$ cat src/rtl/emif_pkg.sv
package emif_pkg;
  typedef enum logic [1:0] {
    MM_ONCHIP     = 2'b00,
    MM_SPLIT      = 2'b01,
    MM_SPLIT_BANK = 2'b10,
    MM_OFFCHIP    = 2'b11
  } mem_mode_e;

  localparam int CFG_PSEL = 5;
  localparam int CFG_MUX  = 4;
endpackage

$ cat src/rtl/emif_claim.sv
module emif_claim
  import emif_pkg::*;
#(
  parameter int ADDR_W       = 16,
  parameter int ONCHIP_LIMIT = 4096
) (
  input  logic              req_i,
  input  mem_mode_e         mode_i,
  input  logic [ADDR_W-1:0] addr_i,
  output logic              claim_o
);
  localparam logic [ADDR_W-1:0] LIMIT = ADDR_W'(ONCHIP_LIMIT);

  logic above;
  assign above = (addr_i >= LIMIT);

  always_comb begin
    unique case (mode_i)
      MM_ONCHIP:                claim_o = 1'b0;
      MM_SPLIT, MM_SPLIT_BANK:  claim_o = req_i & above;
      default:                  claim_o = req_i;
    endcase
  end
endmodule

$ cat src/rtl/emif_port_map.sv
module emif_port_map #(
  parameter int PW     = 8,
  parameter int NP     = 8,
  parameter int GRP    = 4,
  parameter int ADDR_W = 16
) (
  input  logic              claim_i,
  input  logic              psel_i,
  input  logic              mux_i,
  input  logic              rd_i,
  input  logic              ale_i,
  input  logic              wr_n_i,
  input  logic              rd_n_i,
  input  logic [ADDR_W-1:0] addr_i,
  input  logic [PW-1:0]     wdata_i,
  input  logic [NP*PW-1:0]  base_val_i,
  output logic [NP*PW-1:0]  val_o,
  output logic [NP*PW-1:0]  oe_o
);
  localparam int BIT_WR  = PW - 1;
  localparam int BIT_RD  = PW - 2;
  localparam int BIT_ALE = PW - 3;

  for (genvar p = 0; p < NP; p++) begin : g_port
    localparam int   K  = p % GRP;
    localparam logic HI = (p >= GRP);
    logic [PW-1:0] v, e;

    always_comb begin
      v = base_val_i[p*PW +: PW];
      e = '1;
      if (claim_i && (psel_i == HI)) begin
        if (K == 0) begin
          v[BIT_WR] = wr_n_i;
          v[BIT_RD] = rd_n_i;
          if (mux_i) v[BIT_ALE] = ale_i;
        end else if (K == 1) begin
          if (!mux_i) v = addr_i[ADDR_W-1 -: PW];
        end else if (K == 2) begin
          v = mux_i ? addr_i[ADDR_W-1 -: PW] : addr_i[PW-1:0];
        end else begin
          if (mux_i && ale_i) v = addr_i[PW-1:0];
          else if (rd_i) begin
            v = '1;
            e = '0;  // data pins become inputs on a read
          end else v = wdata_i;
        end
      end
    end

    assign val_o[p*PW +: PW] = v;
    assign oe_o[p*PW +: PW]  = e;
  end
endmodule

$ cat src/rtl/emif_pin_arbiter.sv
module emif_pin_arbiter
  import emif_pkg::*;
#(
  parameter int PW           = 8,
  parameter int NP           = 8,
  parameter int GRP          = 4,
  parameter int ADDR_W       = 16,
  parameter int ONCHIP_LIMIT = 4096
) (
  input  logic                 clk_i,
  input  logic                 rst_ni,
  input  logic [5:2]           cfg_i,
  input  logic                 skip_en_i,
  input  logic                 xfer_req_i,
  input  logic                 xfer_rd_i,
  input  logic [ADDR_W-1:0]    addr_i,
  input  logic [PW-1:0]        wdata_i,
  input  logic                 wr_n_i,
  input  logic                 rd_n_i,
  input  logic                 ale_i,
  input  logic [NP*PW-1:0]     latch_i,
  input  logic [GRP*PW-1:0]    xbar_val_i,
  input  logic [GRP*PW-1:0]    xbar_sel_i,
  output logic [NP*PW-1:0]     pin_o,
  output logic [NP*PW-1:0]     pin_oe_o,
  output logic [PW-1:0]        skip_o
);
  localparam int LOW_W  = GRP * PW;
  localparam int ALL_W  = NP * PW;
  localparam int DATA_K = 3;

  logic            psel, mux, claim;
  mem_mode_e       mode;
  logic [ALL_W-1:0] base_val, map_val, map_oe;
  logic [PW-1:0]   skip_d;

  assign psel = cfg_i[CFG_PSEL];
  assign mux  = cfg_i[CFG_MUX];
  assign mode = mem_mode_e'(cfg_i[3:2]);

  // idle source: crossbar on selected low pins, latch elsewhere
  assign base_val[LOW_W-1:0]     = (xbar_sel_i & xbar_val_i) | (~xbar_sel_i & latch_i[LOW_W-1:0]);
  assign base_val[ALL_W-1:LOW_W] = latch_i[ALL_W-1:LOW_W];

  emif_claim #(.ADDR_W(ADDR_W), .ONCHIP_LIMIT(ONCHIP_LIMIT)) u_claim (
    .req_i  (xfer_req_i),
    .mode_i (mode),
    .addr_i (addr_i),
    .claim_o(claim)
  );

  emif_port_map #(.PW(PW), .NP(NP), .GRP(GRP), .ADDR_W(ADDR_W)) u_map (
    .claim_i   (claim),
    .psel_i    (psel),
    .mux_i     (mux),
    .rd_i      (xfer_rd_i),
    .ale_i     (ale_i),
    .wr_n_i    (wr_n_i),
    .rd_n_i    (rd_n_i),
    .addr_i    (addr_i),
    .wdata_i   (wdata_i),
    .base_val_i(base_val),
    .val_o     (map_val),
    .oe_o      (map_oe)
  );

  always_comb begin
    skip_d = '0;
    skip_d[PW-1] = skip_en_i & ~psel;
    skip_d[PW-2] = skip_en_i & ~psel;
    skip_d[PW-3] = skip_en_i & ~psel & mux;
  end

  always_ff @(posedge clk_i or negedge rst_ni) begin
    if (!rst_ni) begin
      pin_o    <= '0;
      pin_oe_o <= '0;
      skip_o   <= '0;
    end else begin
      pin_o    <= map_val;
      pin_oe_o <= map_oe;
      skip_o   <= skip_d;
    end
  end


  onchip_no_claim_chk: assert property (@(posedge clk_i) disable iff (!rst_ni)
    (mode == MM_ONCHIP) |=> (pin_o == $past(base_val)) && (&pin_oe_o));


  other_group_chk: assert property (@(posedge clk_i) disable iff (!rst_ni)
    !psel |=> pin_o[ALL_W-1:LOW_W] == $past(latch_i[ALL_W-1:LOW_W]));


  wr_strobe_chk: assert property (@(posedge clk_i) disable iff (!rst_ni)
    (claim && !psel) |=> pin_o[PW-1] == $past(wr_n_i));


  read_hiz_chk: assert property (@(posedge clk_i) disable iff (!rst_ni)
    (claim && xfer_rd_i && !ale_i && !psel) |=> pin_oe_o[DATA_K*PW +: PW] == '0);


  skip_high_zero_chk: assert property (@(posedge clk_i) disable iff (!rst_ni)
    psel |=> skip_o == '0);
endmodule

$ cat config.mk
export PLATFORM = sky130hd
export DESIGN_NAME = emif_pin_arbiter
export DESIGN_NICKNAME = d
export VERILOG_FILES = /design/src/rtl/emif_pkg.sv /design/src/rtl/emif_claim.sv /design/src/rtl/emif_port_map.sv /design/src/rtl/emif_pin_arbiter.sv
export SDC_FILE = /design/constraint.sdc
export NUM_CORES = 1
export LEC_CHECK = 0
export ABC_AREA = 1
export ABC_CLOCK_PERIOD_IN_PS = 1900
export CORE_AREA = 2 2 116 118
export CTS_BUF_LIST = sky130_fd_sc_hd__clkbuf_16
export DETAILED_ROUTE_END_ITERATION = 16
export DIE_AREA = 0 0 118 120
export DONT_BUFFER_PORTS = 1
export PLACE_DENSITY = 0.51
export SYNTH_ARGS = -nofsm -noshare
export SYNTH_HDL_FRONTEND = slang
export SYNTH_SLANG_ARGS = --single-unit
export TNS_END_PERCENT = 50
$ cat constraint.sdc
create_clock -name clk_i -period 1.9 [get_ports clk_i]
set_clock_uncertainty 0.1 [all_clocks]
set_input_delay 0.57 -clock clk_i [delete_from_list [all_inputs] [get_ports clk_i]]
set_output_delay 0.57 -clock clk_i [all_outputs]
set_load 0.05 [all_outputs]
After elaboration in Yosys (flattened, before gate mapping)
Cells that the tools add are included.
{ "word_totals": {"reg_bits": 130, "latchBits": 0, "ramBits": 0, "romBits": 0, "in_bits": 164, "memories": 0} }
{ "op_classes": {"add_sub_neg": 0, "multipliers": 0, "div": 0, "magnitude_cmp": 1, "eq_ne": 2, "n_shift": 0, "n_mux": 20, "bitwise_logic": 8, "reduce_logical": 5} }
{ "op_table": {"columns": ["op", "count"], "rows": [
  ["$mux 8", 17],
  ["$and 32x32->32", 2],
  ["$not 32->32", 1],
  ["$or 32x32->32", 1],
  ["$ge 16x13->1 const B", 1],
  ["$and 1x1->1", 3],
  ["$logic_and 1x1->1", 3],
  ["$eq 2x1->1 const B", 1],
  ["$eq 2x2->1 const B", 1],
  ["$logic_not 2->1", 1],
  ["$mux 1", 2],
  ["$pmux 1 s2", 1],
  ["$reduce_or 2->1", 1],
  ["$not 1->1", 1]
]} }

Depth between registers and ports, before layout
Gate-level depths: netlist (run 1).
{ "depth": {"ltp_word": 5, "depth_mapped": 8, "depth_no_buf": 7} }

Cells and area by module
A second synthesis (run 1) with hierarchy kept.
{ "hier_totals": {"hier_cells": 602, "area_unflattened_um2": 5430.2} }
{ "by_module_without_submodules": {"columns": ["mod", "n_inst", "cells_per_inst", "area_per_inst_um2", "seq_area_each_um2"], "rows": [
  ["emif_pin_arbiter", 1, 270, 3806.2, 3253.1],
  ["emif_port_map", 1, 324, 1580.3, 0.0],
  ["emif_claim", 1, 8, 43.8, 0.0]
]} }

Worst setup path before layout (run 1)
Ideal clock, no wire load.
{ "synth_timing": {"path_kind": "register to output", "from": "reg pin_oe_o[55] (netlist name)", "to": "out pin_oe_o[10]", "arrival_ps": 1665, "t_required_ps": 1230, "setup_slack_ps": -435, "path_stages_with_launch": 2, "path_buffers": 1, "path_cell_list": "dfrtp_1 -> buf_4"} }
{ "synth_rtl": {"columns": ["item", "line_no", "text"], "rows": [
  ["end: declaration", "emif_pin_arbiter.sv:25", "output logic [NP*PW-1:0] pin_oe_o,"]
]} }

==> results.txt, run 1 <==
----------------------------------------------------
[Timing]
  Fraction of the cycle the final worst path needs ... 117%
  Slew Viols, Final ... 0
  Setup TNS Final ... -10.78 ns
  Worst path setup slack after routing ... -0.321 ns
  Slew at the pin with the worst max-slew slack ... slightly above 0.5 ns
  Final hold vios ... ~70
  Unrepaired setup endpoints after global routing ... yes
  Worst relative slew slack ... between 60% and 70%
  Final worst hold slack ... -0.167 ns
  Number of setup violations in the final report ... 50
  Highest clock rate ... about 450 MHz
  Time the final worst path needs with I/O delays and setup ... between 2 and 2.5 ns

[Setup path]
  Master of the slowest instance on the critical path ... buf_16
  Cell occurring most often along the worst timing path ... buf_16
  CP Capture Point ... pin_oe_o[15]
  Data arrival, critical path ... 1.55 ns
  Worst endpoint required time ... roughly 1.2 ns
  Critical path class ... flop to primary output
  Kind of start point of the critical path ... flop
  Setup crit end kind ... primary output
  Cell breakdown of the critical path ... buf_16 > buf_16
  Highest fanout seen on the critical path ... 10
  Critical path's largest stage delay ... between 0.4 and 0.5 ns
  Crit path from ... pin_oe_o[55]

[Final layout]
  Post-route cell area ... 4470 um2
  Area growth from synthesis to layout ... 9.46%
  Total number of nets in the final design ... roughly 600
  Share of final-layout standard cells stronger than drive strength 1 ... roughly 17%
  Diode count ... 0

[Detailed routing]
  Routed WL ... 12300 um
  Number of design rule violations left after detail routing ... 0
  Via density per instance ... about 5
  DRT iter0 DRCs ... 319
  Total number of vias ... a little over 3000
  Number of iterations in the first detailed-routing pass ... 4
  Average detailed-routed wire length per instance ... roughly 20 um
  Count of nets left with antenna violations after detail routing ... 0

[Power]
  Part of the total power dissipated in the clock network ... 36.3%
  Combinational group share of total power ... 17.3%
  P_int ... about 2900 uW
  Relative contribution of sequential cells to total power ... a little under half
  Switching pwr ... ~1700 uW
  Worst voltage drop across the vdd grid ... ~0.36 mV
  Net switching fraction of the power ... a little under two fifths
  Lkg Pwr ... between 0.002 and 0.0025 uW
  Power density relative to cell area ... around 1000 nW/um2

[Clock network]
  Root Driver ... clkbuf_16
  CTS HTree Levels ... 3
  Clock edge transition at the registers on the reported setup and hold paths ... roughly 0.060 ns
  Longest Clk Path Bufs ... 2
  CTS Buf Count ... 9
  CTS tree ... built
  Clock sink count ... 69

[Yosys]
  Count of flip-flops with a built-in enable after synthesis ... 0
  Synth Cell Area ... roughly 4000 um2
  Register bit count reported by yosys ... approximately 70
  Cell types with the largest area share after synthesis ... dfrtp_1 42%, nand2_1 19%, buf_4 15%
  Share of synthesized area occupied by flip-flops and latches ... a little over two fifths
  Number of standard cells after synthesis ... 490
  Ranking of synthesized cells by instance count ... 203 x nand2_1, 79 x buf_4, 69 x dfrtp_1
  Warnings, synthesis ... 0
  Number of distinct library cells after synthesis ... 19
  Share of the synthesized area in the top cell type ... between 40% and 50%
  Async set-or-reset flop fraction in the synthesized netlist ... 100%
  Top-count cell post-synth ... nand2_1
  Largest area contributor in the netlist ... dfrtp_1
  Dominant register cell in the synthesized netlist ... dfrtp_1
  Syn avg cell area ... 8.34 um2

[Global route]
  Largest net degree at the start of global routing ... 70
  Vias in the first global route ... 3023
  Combined global-route utilization of all metal layers ... between 10% and 20%
  Antenna violations before repair ... 0
  Wire length of the first global-routing pass ... between 15000 and 20000 um
  Remaining global-route overflow ... 0

[Placed design]
  Total placed instance area ... 3900 um2
  Place WS ... about 0.018 ns
  Placed wire-length estimate ... 8970 um
  Count of buffers from port buffering ... 0
  Routability cong. ... 0.731

[Floorplan]
  Number of top-level design ports ... 300
  Row Count ... 42
  Floorplan Core Area ... 13000 um2
  Initial Util ... a little under a third
  Die outline height ... approximately 120 um
  Die outline area ... 14200 um2
  Horiz. Die Dim ... ~120 um

[Outcome]
  Outcome ... complete, but fails checks
  Violations in the final reports ... negative hold slack, negative setup slack

[Run]
  Max-cap violations ... 0

[Hold path]
  Worst hold-check path type ... input port to async pin

----------------------------------------------------
-- what timing repair did --
item                                   CTS  global route
setup endpoints to repair               46            50
setup buffers                            1             0
endpoints found under the hold margin   69            69
gates cloned                             3             0
gates resized for setup                 28            13
-- power groups by stage --
stage	Sequential, uW	Clock [uW]	Combinational (uW)
floorplan	2160	0	738
global placement	2170	0	722
detailed placement	2170	0	731
CTS	2140	1720	788
global route	2150	1790	863
finish	2140	1670	798
-- cell usage in the layout (no fill, tap or decap), types with 2 or more instances in the layout --
cell type    n
buf_12      15
buf_16       5
buf_4        7
bufbuf_16    3
clkbuf_16    9
clkinv_1     2
clkinv_2     3
clkinv_4     2
conb_1       6
dfrtp_1     66
dfrtp_4      3
inv_1       12
inv_2        2
mux2_2      23
nand2_1    203
nand3_4      2
nand4_1     56
nor2_1       4
o21ai_0     17
-- worst max-delay path: cells and delay by family, from the launching register on --
kind                   cells  cell delay, ns
buffers and inverters      2            0.77
flip-flops                 1            0.43
-- state kept, by name (all words and copies together) (netlist names) --
signal,cells
pin_o,64
pin_oe_o,3
skip_o,2
-- final cells by class --
| cell class | instances | area, um2 |
|---|---|---|
| clock inverters | 7 | 66.3 |
| fillers | 1356 | 8510 |
| flip-flops and latches | 69 | 1740 |
| multi-input cells | 315 | 1560 |
| inverters | 15 | 56.3 |
| repair buffers | 31 | 603 |
| well taps | 176 | 220 |
| clock buffers | 9 | 225 |
-- stage by stage --
stage / hold slack [ns] / power [uW] / std cells / util (%)
finish: -0.167 / 4610 / 622 / 34.5
global route: -0.187 / 4800 / 622 / 34.5
CTS: -0.182 / 4650 / 622 / 34.0
detailed placement: 0.176 / 2900 / 602 / 30.0
global placement: 0.176 / 2890 / 602 / 30.0
floorplan: 0.174 / 2900 / 494 / -
-- worst min path at each step --
stage	from	to	slack [ns]	cells after the start
after floorplan	rst_ni	pin_o[0]	0.17	0
after global placement	rst_ni	pin_o[22]	0.18	0
after detailed placement	rst_ni	pin_o[22]	0.18	0
after CTS	rst_ni	pin_o[51]	-0.18	0
after global routing	rst_ni	pin_o[22]	-0.19	0
final	rst_ni	pin_oe_o[31]	-0.17	0
-- metal layers --
layer	track usage [%]	vias up	part of all wire (%)
met5	0	-	0
li1	-	1420	-
met2	27.1	187	49
met1	22.1	1448	41
met3	5.04	10	8.7
met4	5.35	0	1.4
-- logic make-up (layout without fill, tap and decap cells) --
logic type	count (synthesis)	after routing	share of synthesized area [%]
other cells	2	6	0.184
mux	23	23	6.34
fa+ha+maj	1	1	0.306
simple gates	268	268	29.0
buf+inv	110	62	19.8
flops	69	69	42.3
compound gates	17	17	2.08
(Power assumes the default switching activity.)
==> inputs of run 2 (changes only) <==
- ABC_CLOCK_PERIOD_IN_PS: 1900 -> 2300
- PLACE_DENSITY: 0.51 -> unset
- clock period: 1.9 -> 2.3 ns (I/O delays scaled with it)
==> run 2 against run 1 <==
  * Clock-buffer cell count did not move
  * Critical path depth rose by 1
  * Non-clock buffer count did not move
  * Sequential cell count did not move
  * Combinational power fell by 22%
  * Largest cell class unchanged
  * Global-route usage rose by 2.0 points
  * The flow still finishes with violations (negative hold slack, negative setup slack)
  * Sequential share of layout area rose by 2.4 points
  * Cell count did not move
  * Routed wire length rose by 9.7%
==> results.txt, run 2 (same netlist as run 1, synthesis figures left out) <==
----------------------------------------------------
[Timing]
  Setup TNS Final ... -7.31 ns (was -10.78 ns)
  Slew Viols, Final ... 0 (unchanged)
  Fraction of the cycle the final worst path needs ... 115%
  Time the final worst path needs with I/O delays and setup ... ~2.7 ns
  Slew at the pin with the worst max-slew slack ... 0.603 ns (was 0.515 ns)
  Worst relative slew slack ... 59.8% (was 65.7%)
  Highest clock rate ... around 380 MHz
  Unrepaired setup endpoints after global routing ... yes (unchanged)
  Final worst hold slack ... -0.0596 ns (was -0.167 ns)
  Worst path setup slack after routing ... -0.353 ns (was -0.321 ns)
  Number of setup violations in the final report ... 26 (was 50)
  Final hold vios ... 69 (unchanged)

[Outcome]
  Violations in the final reports ... negative hold slack, negative setup slack (unchanged)
  Outcome ... complete, but fails checks (unchanged)

[Hold path]
  Worst hold-check path type ... input port to async pin (unchanged)

[Detailed routing]
  Number of design rule violations left after detail routing ... 0 (unchanged)
  Routed WL ... 13500 um (was 12300 um)
  Count of nets left with antenna violations after detail routing ... 0 (unchanged)
  Number of iterations in the first detailed-routing pass ... 4 (unchanged)
  Total number of vias ... 3067 (was 3065)
  Average detailed-routed wire length per instance ... 21.6 um (was 19.7 um)
  DRT iter0 DRCs ... 110 (was 319)
  Via density per instance ... 4.93 (about the same)

[Clock network]
  Longest Clk Path Bufs ... 2 (unchanged)
  CTS tree ... built (unchanged)
  Clock edge transition at the registers on the reported setup and hold paths ... 0.06 ns (about the same)
  CTS Buf Count ... 9 (unchanged)
  Setup bufs post-CTS ... 0 (was 1)
  CTS HTree Levels ... 3 (unchanged)
  Root Driver ... clkbuf_16 (unchanged)
  Clock sink count ... 69 (unchanged)

[Global route]
  Antenna violations before repair ... 2 (was 0)
  Vias in the first global route ... 3158 (was 3023)
  Remaining global-route overflow ... 0 (unchanged)
  Combined global-route utilization of all metal layers ... 19.0% (was 17.0%)
  Largest net degree at the start of global routing ... 70 (unchanged)
  Wire length of the first global-routing pass ... 19400 um (was 18100 um)

[Setup path]
  Top delay family on crit path ... buffers and inverters (unchanged)
  Critical path's largest stage delay ... 0.50 ns (was 0.48 ns)
  Cell occurring most often along the worst timing path ... buf_16 (unchanged)
  Data arrival, critical path ... 1.86 ns (was 1.55 ns)
  Worst endpoint required time ... 1.51 ns (was 1.23 ns)
  Kind of start point of the critical path ... flop (unchanged)
  Master of the slowest instance on the critical path ... buf_16 (unchanged)
  Highest fanout seen on the critical path ... 14 (was 10)
  Cell breakdown of the critical path ... buf_16 > buf_16 > buf_12 (was buf_16 > buf_16)
  Buffers & Inverters on Critical Path ... 3 (was 2)
  Count of cell instances traversed by the critical path ... 3 (was 2)
  Setup crit end kind ... primary output (unchanged)
  Critical path class ... flop to primary output (unchanged)

[Final layout]
  Registers with the most flip-flops ... pin_o x64, pin_oe_o x3, skip_o x2 (unchanged)
  Total number of nets in the final design ... 606 (unchanged)
  Non-filler instance count after layout ... 622 (unchanged)
  Reg with most FFs ... pin_o (unchanged)
  Area growth from synthesis to layout ... 2.97% (was 9.46%)
  Final core occ ... 32.4% (was 34.5%)
  Commonest cells after routing, fill and taps aside ... 203 x nand2_1, 66 x dfrtp_1, 56 x nand4_1 (unchanged)
  Most common cell after layout, fill and taps aside ... nand2_1 (unchanged)
  Share of final-layout standard cells stronger than drive strength 1 ... 16.7% (was 17.5%)
  Max reg flops ... 64 (unchanged)

[Floorplan]
  Die outline area ... 14200 um2 (unchanged)
  Initial Util ... 31.5% (unchanged)
  Row Count ... 42 (unchanged)
  Number of top-level design ports ... 300 (unchanged)
  Floorplan Core Area ... 13000 um2 (unchanged)
  Horiz. Die Dim ... 118 um (unchanged)
  Die outline height ... 120 um (unchanged)

[Power]
  Power density relative to cell area ... 853 nW/um2 (was 1030 nW/um2)
  Lkg Pwr ... 0.00211 uW (was 0.00222 uW)
  Post-layout total power ... 3590 uW (was 4610 uW)
  Worst voltage drop across the vdd grid ... 0.303 mV (was 0.355 mV)

[Run]
  Max-cap violations ... 0 (unchanged)

[Placed design]
  Placed Cells ... 605 (was 602)
  Count of buffers from port buffering ... 0 (unchanged)
  Routability cong. ... 0.797 (was 0.731)
  Placed wire-length estimate ... 10400 um (was 8970 um)

----------------------------------------------------
[run 2: final cells by class]
| type | count | area [um2] |
|---|---|---|
| timing repair buffer | 31 | 375 |
| sequential | 69 | 1740 |
| inverter | 15 | 56.3 |
| multi-input combinational | 315 | 1560 |
| tap | 176 | 220 |
| fill | 1382 | 8770 |
| clock buffer | 9 | 225 |
| clock inverter | 5 | 23.8 |
| antenna | 2 | 5.00 |
[run 2: how the worst max path moves through the flow]
stage | from | end | slack, ns
6_report | pin_oe_o[55] | pin_oe_o[44] | -0.35
3_5_place_dp | pin_oe_o[55] | pin_oe_o[21] | -0.07
5_1_grt | pin_oe_o[55] | pin_oe_o[22] | -0.41
4_1_cts | pin_oe_o[55] | pin_oe_o[44] | -0.38
2_1_floorplan | pin_oe_o[55] | pin_oe_o[10] | 0.32
3_3_place_gp | pin_oe_o[55] | pin_oe_o[52] | -0.06
[run 2: metrics by stage]
stage | setup WS, ns | area, um2
floorplan | 0.319 | 4100
global placement | -0.0591 | 3910
detailed placement | -0.0682 | 3910
CTS | -0.376 | 4200
global route | -0.407 | 4200
finish | -0.353 | 4210
[run 2: timing repair]
item / in CTS / in global routing
gates cloned: 1 / 0
resized for setup: 2 / 0
hold endpoints to repair: 69 / 69
endpoints found under the setup margin: 26 / 33
[run 2: routing by layer]
| metal | wire length, um | track usage, % |
|---|---|---|
| met4 | 309 | 7.30 |
| met2 | 6800 | 32.5 |
| met3 | 1510 | 9.51 |
| met1 | 4820 | 19.9 |
| met5 | 0 | 0 |
[run 2: power by group]
| part | switching [uW] | internal (uW) | leakage (uW) |
|---|---|---|---|
| Sequential | 444 | 1320 | 0.000813 |
| Combinational | 444 | 177 | 0.00117 |
| Clock | 503 | 703 | 0.000127 |
